--- src/rtl/i2c_cmd_seq_pkg.sv ---
package i2c_cmd_seq_pkg;
  typedef enum logic [1:0] {
    BOP_START = 2'd0,
    BOP_WRITE = 2'd1,
    BOP_READ  = 2'd2,
    BOP_STOP  = 2'd3
  } bop_e;

  typedef enum logic [2:0] {
    S_IDLE, S_FETCH, S_REQ, S_WAIT, S_DONE
  } seq_state_e;

  localparam logic [3:0] OPC_PARAM  = 4'd1;
  localparam logic [3:0] OPC_REPORT = 4'd8;
  localparam logic [3:0] OPC_WRITE  = 4'd9;
  localparam logic [3:0] OPC_READ   = 4'd10;
  localparam int         REPORT_EN_BIT = 8;
endpackage

--- src/rtl/i2c_cmd_seq_cmdq.sv ---
module i2c_cmd_seq_cmdq #(
  parameter int DEPTH = 16,
  parameter int CW    = 7
) (
  input  logic          clk,
  input  logic          rst_n,
  input  logic          wr_en,
  input  logic [31:0]   wr_data,
  input  logic          clr,
  input  logic          ovf_clr,
  input  logic [CW-1:0] rd_idx,
  output logic [31:0]   rd_word,
  output logic [CW-1:0] count,
  output logic          ovf
);
  localparam int AW = $clog2(DEPTH);

  logic [31:0] mem [DEPTH];
  logic        full;
  logic        unused_idx_hi;

  assign full          = (count == CW'(DEPTH));
  assign rd_word       = mem[rd_idx[AW-1:0]];
  assign unused_idx_hi = ^rd_idx[CW-1:AW];

  always_ff @(posedge clk) begin
    if (wr_en && !full && !clr) mem[count[AW-1:0]] <= wr_data;
  end

  always_ff @(posedge clk or negedge rst_n) begin
    if (!rst_n) begin
      count <= '0;
      ovf   <= 1'b0;
    end else begin
      if (clr)              count <= '0;
      else if (wr_en && !full) count <= count + 1'b1;
      if (ovf_clr)          ovf <= 1'b0;
      else if (wr_en && full) ovf <= 1'b1;
    end
  end

  AST_Q_CNT_BOUND: assert property (@(posedge clk) disable iff (!rst_n)
    count <= CW'(DEPTH));
  AST_Q_FULL_DROP: assert property (@(posedge clk) disable iff (!rst_n)
    (wr_en && full && !clr && !ovf_clr) |=> (count == CW'(DEPTH)) && ovf);
  AST_Q_CLR_EMPTY: assert property (@(posedge clk) disable iff (!rst_n)
    clr |=> (count == '0));
endmodule

--- src/rtl/i2c_cmd_seq_rdbuf.sv ---
module i2c_cmd_seq_rdbuf #(
  parameter int DEPTH = 4,
  parameter int LW    = 3
) (
  input  logic          clk,
  input  logic          rst_n,
  input  logic          push_byte,
  input  logic [7:0]    byte_in,
  input  logic          flush,
  input  logic          pop,
  output logic [31:0]   word_out,
  output logic [LW-1:0] level
);
  localparam int AW = $clog2(DEPTH);

  logic [31:0]   mem [DEPTH];
  logic [23:0]   acc;
  logic [1:0]    nb;
  logic [AW-1:0] wp, rp;
  logic          wpush, do_push, do_pop;
  logic [31:0]   wword;

  always_comb begin
    wpush   = (push_byte && nb == 2'd3) || (flush && nb != 2'd0);
    wword   = push_byte ? {byte_in, acc} : {8'h00, acc};
    do_push = wpush && (level != LW'(DEPTH));
    do_pop  = pop && (level != '0);
  end

  assign word_out = mem[rp];

  always_ff @(posedge clk) begin
    if (do_push) mem[wp] <= wword;
  end

  always_ff @(posedge clk or negedge rst_n) begin
    if (!rst_n) begin
      acc <= '0; nb <= '0; wp <= '0; rp <= '0; level <= '0;
    end else begin
      if (flush || (push_byte && nb == 2'd3)) begin
        acc <= '0;
        nb  <= '0;
      end else if (push_byte) begin
        case (nb)
          2'd0:    acc[7:0]   <= byte_in;
          2'd1:    acc[15:8]  <= byte_in;
          default: acc[23:16] <= byte_in;
        endcase
        nb <= nb + 2'd1;
      end
      if (do_push) wp <= wp + 1'b1;
      if (do_pop)  rp <= rp + 1'b1;
      case ({do_push, do_pop})
        2'b10:   level <= level + 1'b1;
        2'b01:   level <= level - 1'b1;
        default: level <= level;
      endcase
    end
  end

  AST_RB_NO_OVERFLOW: assert property (@(posedge clk) disable iff (!rst_n)
    wpush |-> (level != LW'(DEPTH)));
  AST_RB_LEVEL_BOUND: assert property (@(posedge clk) disable iff (!rst_n)
    level <= LW'(DEPTH));
endmodule

--- src/rtl/i2c_cmd_seq.sv ---
module i2c_cmd_seq
  import i2c_cmd_seq_pkg::*;
#(
  parameter  int Q0_DEPTH = 64,
  parameter  int Q1_DEPTH = 16,
  parameter  int RB_DEPTH = 4,
  localparam int CW  = $clog2(((Q0_DEPTH > Q1_DEPTH) ? Q0_DEPTH : Q1_DEPTH) + 1),
  localparam int RLW = $clog2(RB_DEPTH + 1)
) (
  input  logic           clk,
  input  logic           rst_n,
  input  logic           ld_valid,
  output logic           ld_ready,
  input  logic           ld_queue,
  input  logic [31:0]    ld_word,
  input  logic [1:0]     start,
  input  logic [CW-1:0]  exec_len,
  output logic           busy,
  output logic [CW-1:0]  q0_count,
  output logic [CW-1:0]  q1_count,
  output logic [1:0]     q_ovf,
  output logic           be_req_valid,
  input  logic           be_req_ready,
  output logic [1:0]     be_op,
  output logic [7:0]     be_wdata,
  output logic           be_rd_last,
  input  logic           be_rsp_valid,
  input  logic           be_rsp_nack,
  input  logic [7:0]     be_rsp_data,
  output logic           rd_valid,
  input  logic           rd_ready,
  output logic [31:0]    rd_data,
  output logic [RLW-1:0] rd_level,
  output logic [1:0]     ev_report,
  output logic           ev_rd_done,
  output logic [1:0]     ev_nack
);
  localparam int NQ = 2;

  seq_state_e    state;
  bop_e          cur_op;
  logic          act_q, rd_mode, abort_f;
  logic [CW-1:0] ptr, end_cnt;
  logic [6:0]    addr7;
  logic [3:0]    remain, next_remain;
  logic [1:0]    lane;
  logic [31:0]   q_word [NQ];
  logic [CW-1:0] q_cnt  [NQ];
  logic [31:0]   qword;
  logic          start_ok, ld_fire, rsp_ok, push_byte, flush;

  assign busy     = (state != S_IDLE);
  assign ld_ready = !(busy && (act_q == ld_queue));
  assign ld_fire  = ld_valid && ld_ready;
  assign start_ok = (state == S_IDLE) && (start == 2'b01 || start == 2'b10);
  assign qword    = q_word[act_q];

  for (genvar g = 0; g < NQ; g++) begin : g_q
    localparam int DEP = (g == 0) ? Q0_DEPTH : Q1_DEPTH;
    i2c_cmd_seq_cmdq #(.DEPTH(DEP), .CW(CW)) u_q (
      .clk     (clk),
      .rst_n   (rst_n),
      .wr_en   (ld_fire && (ld_queue == 1'(g))),
      .wr_data (ld_word),
      .clr     ((state == S_DONE) && (act_q == 1'(g))),
      .ovf_clr (start_ok && start[g]),
      .rd_idx  (ptr),
      .rd_word (q_word[g]),
      .count   (q_cnt[g]),
      .ovf     (q_ovf[g])
    );
  end

  assign q0_count = q_cnt[0];
  assign q1_count = q_cnt[1];

  assign be_req_valid = (state == S_REQ);
  assign be_op        = cur_op;
  assign be_rd_last   = (cur_op == BOP_READ) && (remain == 4'd1);
  always_comb begin
    case (cur_op)
      BOP_START: be_wdata = {addr7, rd_mode};
      BOP_WRITE: be_wdata = qword[{lane, 3'b000} +: 8];
      default:   be_wdata = 8'h00;
    endcase
  end

  assign rsp_ok      = (state == S_WAIT) && be_rsp_valid;
  assign next_remain = (cur_op == BOP_START) ? remain : remain - 4'd1;
  assign push_byte   = rsp_ok && rd_mode && !abort_f &&
                       ((cur_op == BOP_START && !be_rsp_nack) || cur_op == BOP_READ);
  assign flush       = rsp_ok && rd_mode && !abort_f && (cur_op == BOP_STOP);

  i2c_cmd_seq_rdbuf #(.DEPTH(RB_DEPTH), .LW(RLW)) u_rb (
    .clk       (clk),
    .rst_n     (rst_n),
    .push_byte (push_byte),
    .byte_in   ((cur_op == BOP_START) ? {addr7, 1'b1} : be_rsp_data),
    .flush     (flush),
    .pop       (rd_valid && rd_ready),
    .word_out  (rd_data),
    .level     (rd_level)
  );
  assign rd_valid = (rd_level != '0);

  always_ff @(posedge clk or negedge rst_n) begin
    if (!rst_n) begin
      state <= S_IDLE; cur_op <= BOP_START; act_q <= 1'b0; rd_mode <= 1'b0;
      abort_f <= 1'b0; ptr <= '0; end_cnt <= '0; addr7 <= '0; remain <= '0;
      lane <= '0; ev_report <= '0; ev_rd_done <= 1'b0; ev_nack <= '0;
    end else begin
      ev_report  <= '0;
      ev_rd_done <= 1'b0;
      ev_nack    <= '0;
      case (state)
        S_IDLE: if (start_ok) begin
          act_q   <= start[1];
          ptr     <= '0;
          end_cnt <= exec_len;
          abort_f <= 1'b0;
          state   <= S_FETCH;
        end
        S_FETCH: begin
          if (ptr == end_cnt) state <= S_DONE;
          else begin
            case (qword[3:0])
              OPC_PARAM: begin addr7 <= qword[10:4]; ptr <= ptr + 1'b1; end
              OPC_REPORT: begin
                if (qword[REPORT_EN_BIT]) ev_report[act_q] <= 1'b1;
                ptr <= ptr + 1'b1;
              end
              OPC_WRITE: begin
                remain <= qword[7:4]; lane <= 2'd1; rd_mode <= 1'b0;
                cur_op <= BOP_START; state <= S_REQ;
              end
              OPC_READ: begin
                remain <= qword[7:4]; rd_mode <= 1'b1; ptr <= ptr + 1'b1;
                cur_op <= BOP_START; state <= S_REQ;
              end
              default: ptr <= ptr + 1'b1;
            endcase
          end
        end
        S_REQ: if (be_req_ready) state <= S_WAIT;
        S_WAIT: if (be_rsp_valid) begin
          if (cur_op == BOP_STOP) begin
            if (abort_f) begin
              ev_nack[act_q] <= 1'b1;
              state <= S_DONE;
            end else begin
              if (rd_mode) ev_rd_done <= 1'b1;
              else if (lane != 2'd0) ptr <= ptr + 1'b1;
              state <= S_FETCH;
            end
          end else if (be_rsp_nack && cur_op != BOP_READ) begin
            abort_f <= 1'b1;
            cur_op  <= BOP_STOP;
            state   <= S_REQ;
          end else begin
            if (cur_op == BOP_WRITE) begin
              lane <= lane + 2'd1;
              if (lane == 2'd3) ptr <= ptr + 1'b1;
            end
            remain <= next_remain;
            cur_op <= (next_remain == 4'd0) ? BOP_STOP : (rd_mode ? BOP_READ : BOP_WRITE);
            state  <= S_REQ;
          end
        end
        default: state <= S_IDLE;
      endcase
    end
  end

  AST_REQ_HOLD: assert property (@(posedge clk) disable iff (!rst_n)
    (be_req_valid && !be_req_ready) |=> be_req_valid && $stable(be_op) && $stable(be_wdata));
  AST_START_BUSY_IGNORED: assert property (@(posedge clk) disable iff (!rst_n)
    (busy && start != 2'b00) |=> $stable(act_q));
  AST_NACK_AFTER_REPLY: assert property (@(posedge clk) disable iff (!rst_n)
    (ev_nack != 2'b00) |-> $past(be_rsp_valid));
  AST_END_CLEARS_COUNT: assert property (@(posedge clk) disable iff (!rst_n)
    $fell(busy) |-> ((act_q ? q1_count : q0_count) == '0));
endmodule

--- config.mk ---
export PLATFORM = sky130hd
export DESIGN_NAME = i2c_cmd_seq
export DESIGN_NICKNAME = d
export VERILOG_FILES = /design/src/rtl/i2c_cmd_seq_pkg.sv /design/src/rtl/i2c_cmd_seq_cmdq.sv /design/src/rtl/i2c_cmd_seq_rdbuf.sv /design/src/rtl/i2c_cmd_seq.sv
export SDC_FILE = /design/constraint.sdc
export NUM_CORES = 2
export LEC_CHECK = 0
export ABC_AREA = 1
export ABC_CLOCK_PERIOD_IN_PS = 4000
export BUFFER_PORTS_ARGS = -buffer_cell sky130_fd_sc_hd__buf_4
export CAP_MARGIN = 20
export CELL_PAD_IN_SITES_DETAIL_PLACEMENT = 1
export CELL_PAD_IN_SITES_GLOBAL_PLACEMENT = 2
export CORE_MARGIN = 10
export CORE_UTILIZATION = 27
export DETAILED_ROUTE_END_ITERATION = 8
export PLACE_DENSITY = 0.6
export SETUP_SLACK_MARGIN = 0.15
export SLEW_MARGIN = 0
export SYNTH_ARGS = -nofsm -noshare
export SYNTH_HDL_FRONTEND = slang
export SYNTH_SLANG_ARGS = --single-unit
--- constraint.sdc ---
create_clock -name clk -period 4 [get_ports clk]
set_input_delay 0.8 -clock clk [delete_from_list [all_inputs] [get_ports clk]]
set_output_delay 0.8 -clock clk [all_outputs]
set_load 0.01 [all_outputs]
-- Yosys cells after proc, flatten, opt, wreduce, memory -nomap -nowiden
Memory sizes are Yosys's and may differ from the RTL's.
Index checks and enable logic that the tools add are counted.
- bits in registers: 89
- bits in writable memories: 2688
- input port bits: 57
- output and inout port bits: 71
- word-level logic and storage cells: 254
- memories kept: 3
- add/sub/neg operators: 10
- order comparisons: 3
- equal/unequal tests: 44
- shift-type cells: 1
- muxes and demuxes: 91
- bitwise operators: 4
- reductions and logical operators: 74
- memory list (name ; words ; bits a word ; read ports ; clocked after memory_dff ; write ports ; RTL line ; RTL):
    g_q[0].u_q.mem ; 64 ; 32 ; 1 ; 0 ; 1 ; i2c_cmd_seq_cmdq.sv:18 ; logic [31:0] mem [DEPTH];
    g_q[1].u_q.mem ; 16 ; 32 ; 1 ; 0 ; 1 ; i2c_cmd_seq_cmdq.sv:18 ;
    u_rb.mem ; 4 ; 32 ; 1 ; 0 ; 1 ; i2c_cmd_seq_rdbuf.sv:16 ; logic [31:0] mem [DEPTH];
- operators by type and width (cell ; count):
    2-to-1 mux 32 bit ; 4
    2-to-1 mux 7 bit ; 15
    2-to-1 mux 24 bit ; 2
    2-to-1 mux 2 bit ; 23
    2-to-1 mux 8 bit ; 4
    indexed part select 32 x 6 -> 8 bit ; 1
    logical AND 1 bit ; 29
    nonzero test 2 bit ; 13
    2-to-1 mux 4 bit ; 6
    adder 7 x 1 -> 7 bit (second input constant) ; 3
    2-to-1 mux 3 bit ; 7
    case mux 7 bit (3 select lines) ; 1
    2-to-1 mux 1 bit ; 20
    != test 2 bit (second input constant) ; 8
    case mux 8 bit (2 select lines) ; 1
    != test 3 bit (second input constant) ; 5
    equality test 2 bit (second input constant) ; 6
    equality test 4 bit (second input constant) ; 3
    case mux 3 bit (4 select lines) ; 1
    AND reduction 11 bit ; 1
    != test 2 x 1 -> 1 bit (second input constant) ; 5
    AND reduction 5 bit ; 2
    nonzero test 3 bit ; 3
    adder 2 x 1 -> 2 bit (second input constant) ; 4
    other kinds (35) ; 60

-- Depth between registers and ports, before layout
- word-level depth: 10
- depth in mapped cells: 22

-- Hierarchy
From an unflattened synthesis, not the netlist that was laid out.
- cell total of the unflattened synthesis: 10068
- area, all modules: 115090.4 um^2
- modules (own cells, without submodules) (module ; times used ; cells each ; area each (um^2)):
    i2c_cmd_seq_cmdq at g_q[0].u_q ; 1 ; 6781 ; 82346.5
    i2c_cmd_seq_cmdq at g_q[1].u_q ; 1 ; 2167 ; 22690.5
    i2c_cmd_seq_rdbuf ; 1 ; 592 ; 6765.2
    i2c_cmd_seq ; 1 ; 528 ; 3288.2

-- Worst setup path before layout
OpenSTA, ideal clock, no wires.
- path kind: in2reg
- start point: in ld_queue
- end point: mem g_q[1].u_q.mem[0][0] (enable)
- setup time: 461 ps
- data arrival time: 3851 ps
- data required time: 3539 ps
- path slack: -312 ps
- cell stages on the path: 8
- path buffers: 0
- cells stage by stage: inv_1 nand2_1 nand3_1 and2_1 nand2_1 nor2_2 inv_1 nor3_1
- word-level cells in the longest chain between the ends: 9
- RTL lines (element ; RTL line ; RTL):
    from (decl) ; i2c_cmd_seq.sv:14 ; input logic ld_queue,
    equality test 1 bit ; i2c_cmd_seq.sv:53 ; assign ld_ready = !(busy && (act_q == ld_queue));
    logical AND 1 bit ; i2c_cmd_seq.sv:53 ;
    zero test 1 bit ; i2c_cmd_seq.sv:53 ;
    named net ld_ready ; i2c_cmd_seq.sv:13 ; output logic ld_ready,
    logical AND 1 bit ; i2c_cmd_seq.sv:54 ; assign ld_fire = ld_valid && ld_ready;
    logical AND 1 bit ; i2c_cmd_seq.sv:63 ; .wr_en (ld_fire && (ld_queue == 1'(g))),
    logical AND 1 bit (2 in series) ; i2c_cmd_seq_cmdq.sv:27 ; if (wr_en && !full && !clr) mem[count[AW-1:0]] <= wr_data;
    2-to-1 mux 1 bit ; i2c_cmd_seq_cmdq.sv:27 ;
    2-to-1 mux 1 bit (not written as such) ; i2c_cmd_seq_cmdq.sv:27 ;
    to (decl) ; i2c_cmd_seq_cmdq.sv:18 ;
The timed path passes the listed nets, and every way through them passes these cells.

-- Worst setup path after layout
- start point: reg ptr[0]
- end point: out be_wdata[0]
- word-level cells in the longest chain between the ends: 6
- RTL lines (element ; RTL line ; RTL):
    from (decl) ; i2c_cmd_seq.sv:43 ; logic [CW-1:0] ptr, end_cnt;
    from (signal assigned) ; i2c_cmd_seq.sv:127 ; OPC_PARAM: begin addr7 <= qword[10:4]; ptr <= ptr + 1'b1; end
    from (signal assigned) ; i2c_cmd_seq.sv:130 ; ptr <= ptr + 1'b1;
    from (signal assigned) ; i2c_cmd_seq.sv:140 ; default: ptr <= ptr + 1'b1;
    memory (64 x 32 bit) or memory (16 x 32 bit) (tied branches) ; -- ;
    2-to-1 mux 32 bit (not written as such) (*) (3 in series) ; i2c_cmd_seq.sv:56 ; assign qword = q_word[act_q];
    indexed part select 32 x 6 -> 8 bit (*) ; i2c_cmd_seq.sv:83 ; BOP_WRITE: be_wdata = qword[{lane, 3'b000} +: 8];
    case mux 8 bit (2 select lines) (*) ; i2c_cmd_seq.sv:81 ; case (cur_op)
    to (decl) ; i2c_cmd_seq.sv:25 ; output logic [7:0] be_wdata,
Every way passes the cells marked *; elsewhere a longest branch is shown, timed or not. The select of a mux whose other input is x is not followed.

==> impl_metrics.csv <==
group,metric,value,unit
status,status,"finished with violations",
status,violations,"setup timing",
cells_and_area,fin_area,136100,µm²
critical_path,cp_common_cell,"nand2_2",
critical_path,worstPathRequired,3.20,ns
global_routing,grt_pass1_wl,598.5,mm
logic_synthesis,synth_seq_cells,2777,
die,die_x,660.8,µm
global_routing,use_met2,30.95,%
critical_path,endpoint_kind,"output port",
critical_path,reg2reg_slack,0.29,ns
logic_synthesis,yosysWarnings,0,
global_routing,grt_pass1_vias,78263,
clock_tree,clk_path_buf_depth,4,
timing,post-route-period-util,122.9,%
timing,layout_min_cycle_time,4.916,ns
critical_path,reg2reg_depth,19,
timing,skew,0.07297,ns
detailed_routing,drt_iter0_markers,7535,
critical_path,crit_type,"register to output port",
critical_path,crit_arrival,4.12,ns
die,num_io_pins,128,
cells_and_area,syn_to_final_growth,22.75,%
clock_tree,cts-buffers-inserted,325,
die,die_h,660.8,µm
timing,final-hold-violation-count,0,
detailed_routing,vias_per_cell,5.106,
timing,final_max_slew_viol_count,0,
critical_path,slowest_delay,0.54,ns
placement,placedCellCount,14309,
clock_tree,cts_sinks,2777,
logic_synthesis,yosys.area.top_type_share,72.81,%
flow_run,timing.max_cap.violations,0,
die,dieArea,436600,µm²
cells_and_area,final_nets,9306,
placement,finalWeightedCongestion,0.7905,
detailed_routing,num_vias,76393,
critical_path,crit_buf_inv,7,
clock_tree,clkTransAtPathRegs,0.06,ns
power,p_leak,45.58,nW
critical_path,crit_chain,"buf_6 -> buf_16 -> buf_16 -> buf_6 -> o21ai_0 -> o22ai_1 -> o211ai_1 -> nand3_2 -> nand2_2 -> nand3_2 -> buf_4 -> nand2_2 -> nand3_1 -> nand2_1 -> inv_1 -> nand2_2 -> nand2_1 -> buf_4",
critical_path,crit_end,"be_wdata[0]",
cells_and_area,final_cell_count_no_fill,14960,
detailed_routing,antenna_left,0,
logic_synthesis,syn_nets,8701,
timing,rsz0062_at_grt,"yes",
placement,port_buffers,127,
logic_synthesis,synth_seq_area_share,74.82,%
global_routing,met1_usage,26.20,%
critical_path,r2r-end,"ptr[1]$_DFFE_PN0P_",
logic_synthesis,syn_area_per_cell,12.86,µm²
clock_tree,htreeDepth,5,
critical_path,critical_path.max_fanout,31,
global_routing,antenna_found_initial,25,
critical_path,rr_startpoint,"ptr[2]$_DFFE_PN0P_",
die,rows,235,
detailed_routing,dr.pass1.iters,6,
detailed_routing,post_drt_wl_per_cell,28.52,µm
detailed_routing,wl,426.7,mm
global_routing,grt_busiest_layer,"met2",
die,placeableCoreArea,409300,µm²
placement,post-dp-hpwl,243.6,mm
logic_synthesis,synth_edf_count,2688,
logic_synthesis,synth_cell_type_count,53,
global_routing,grt_max_degree,81,
critical_path,slowest_stage,"dfrtp_4",
cells_and_area,drive_above_1_share,16.13,%
detailed_routing,drc,0,
die,start_util,27.09,%
placement,place_ws,-0.7810,ns
timing,finalSetupViolCount,8,
power,powerDensity,650.1,nW/µm²
critical_path,crit_start,"ptr[0]$_DFFE_PN0P_",
clock_tree,cts-root-buf,"clkbuf_16",
power,ir_worst_vdd,0.0003413,V
timing,max_freq,0.2034,GHz
placement,place_area,124100,µm²
clock_tree,clock_latency,0.96,ns
critical_path,path_depth,18,
logic_synthesis,synthCells,8624,
clock_tree,cts_tree,"yes",
logic_synthesis,syn-cell-area,110900,µm²
global_routing,grt_usage,18.82,%
global_routing,grt_overflow_total,0,
logic_synthesis,yosysTopAreaCell,"edfxtp_1",
critical_path,startpoint_type,"register",
worst_hold_path,min_path_type,"primary input to register",
critical_path,critical-path-top-delay-family,"buffers and inverters",
timing,tightest_slew,1.189,ns
logic_synthesis,synth_area_leaders,"edfxtp_1 (73%), o21ai_0 (5.6%), nor2_1 (5.5%)",
timing,slew_headroom,20.72,%
global_routing,use_met3,2.462,%
timing,worst_slack,-0.9157,ns
logic_synthesis,ys_async_sr_fraction,3.205,%
logic_synthesis,synth_flop_cell,"edfxtp_1",
==> repair_timing <==
action | in CTS | in global routing
resized for setup | 163 | 73
setup endpoints to repair | 26 | 13
pin swaps | 22 | 15
buffers inserted | 20 | 5
hold buffers | 1 | 0
gates cloned | 12 | 4
hold endpoints to repair | 38 | 0
==> cell usage after synthesis (20+ instances only) <==
library cell	n
edfxtp_1	2688
nor2_1	1620
o21ai_0	1244
nand2_1	812
nand3_1	437
o22ai_1	338
clkbuf_1	264
o211ai_1	187
inv_1	170
buf_2	168
a21oi_1	125
o221ai_1	93
dfrtp_1	89
buf_4	85
o21ai_1	51
buf_6	39
nor3_1	26
mux2_2	23
a31oi_1	20
nand4_1	20
==> registers in the layout (all words and copies together) (netlist names), 2 cells and up <==
signal         cells
be_op              2
addr7              7
ptr                7
remain             4
g_q.u_q.count     14
g_q.u_q.ovf        2
u_rb.acc          24
g_q.u_q.mem     2560
u_rb.wp            2
ev_report          2
end_cnt            7
lane               2
u_rb.level         3
state              3
u_rb.mem         128
u_rb.rp            2
u_rb.nb            2
ev_nack            2
==> worst register-to-register path: stages, from the launching register on <==
cell and delay [ns]:
dfrtp_4 0.55, buf_12 0.17, nor2_4 0.15, buf_12 0.18, buf_12 0.24, inv_1 0.13
a21oi_1 0.15, nor2_1 0.08, nand2_1 0.08, nand2_1 0.14, nor2_2 0.14, buf_6 0.16
nor2_1 0.08, nor2_2 0.15, buf_4 0.15, nor2_2 0.03, buf_4 0.14, nand3_1 0.11
nand2_4 0.14, o21ai_0 0.56
==> kinds of logic after synthesis <==
group	Yosys count	share of synthesized area, %
flip-flops	2777	74.82
AO/OA/AOI/OAI	2079	10.59
buffers and inverters	757	3.307
adder cells (fa/ha/maj)	20	0.2325
AND/OR/NAND/NOR	2948	10.66
multiplexers	23	0.2336
XOR/XNOR	20	0.1580
==> where the power goes <==
part	switching, mW	total [mW]	internal [mW]
clock	12.4	28.9	16.5
sequential	0.445	33.1	32.6
combinational	17.4	26.5	9.16
==> per-layer routing <==
layer	wire length [µm]	part of all wire, %
met5	41	0.0096
met4	11660	2.7
met3	24310	5.7
met2	199400	47
met1	191300	45
==> stage by stage <==
| stage | total power [mW] | hold slack, ns | setup TNS (ns) | utilization, % |
|---|---|---|---|---|
| after floorplan | 45.52 | 0.4419 | -39.97 | - |
| after global placement | 58.16 | 0.4692 | -3.875 | 30.32 |
| after detailed placement | 58.56 | 0.4675 | -3.823 | 30.32 |
| after CTS | 88.82 | 0.01931 | -7.270 | 33.12 |
| after global routing | 92.25 | 0.06659 | -7.829 | 33.24 |
| final | 88.47 | 0.09565 | -6.789 | 33.25 |
==> cell usage in the layout, fill, tap and decap left out, drive strengths merged, types with 4 or more instances in the layout <==
master    synthesis  final
o211ai          187    187
nand4            20     20
bufbuf            0      9
diode             0     15
o21ai          1295   1295
a21boi            8      8
nand3           439    439
buf             310    834
a21oi           125    125
o22ai           338    338
nor2           1627   1627
xor2             14     14
a31oi            20     20
ha               19     19
nand2           815    815
or2               9      9
xnor2             6      6
edfxtp         2688   2688
nor3             28     28
inv             180    193
nor4              4      4
mux2             23     23
bufinv            0     18
o221ai           93     93
clkinv            3    150
clkinvlp          0      7
clkbuf          264    415
dfrtp            89     89
==> worst min-delay path by stage <==
stage                     startpoint                     end  slack (ns)  cells past startpoint
5_1_grt                  exec_len[4]  end_cnt[4]$_DFFE_PN0P_        0.07                      2
3_3_place_gp    addr7[4]$_DFFE_PN0P_    addr7[4]$_DFFE_PN0P_        0.47                      2
6_report                 exec_len[3]  end_cnt[3]$_DFFE_PN0P_         0.1                      2
4_1_cts                  exec_len[5]  end_cnt[5]$_DFFE_PN0P_        0.02                      2
3_5_place_dp   remain[2]$_DFFE_PN0P_   remain[2]$_DFFE_PN0P_        0.47                      2
2_1_floorplan  remain[2]$_DFFE_PN0P_   remain[2]$_DFFE_PN0P_        0.44                      2
==> layout make-up <==
type                       instances  area, µm²
tap                             5451       6820
inverter                         183      738.2
clock buffer                     410       8618
timing repair inverter             3      47.55
fill                           43429     273200
antenna                           15      37.54
clock inverter                   182       1580
multi-input combinational       5090      25440
timing repair buffer             849       9844
sequential                      2777      82960
Power figures use the tool's default switching activity.
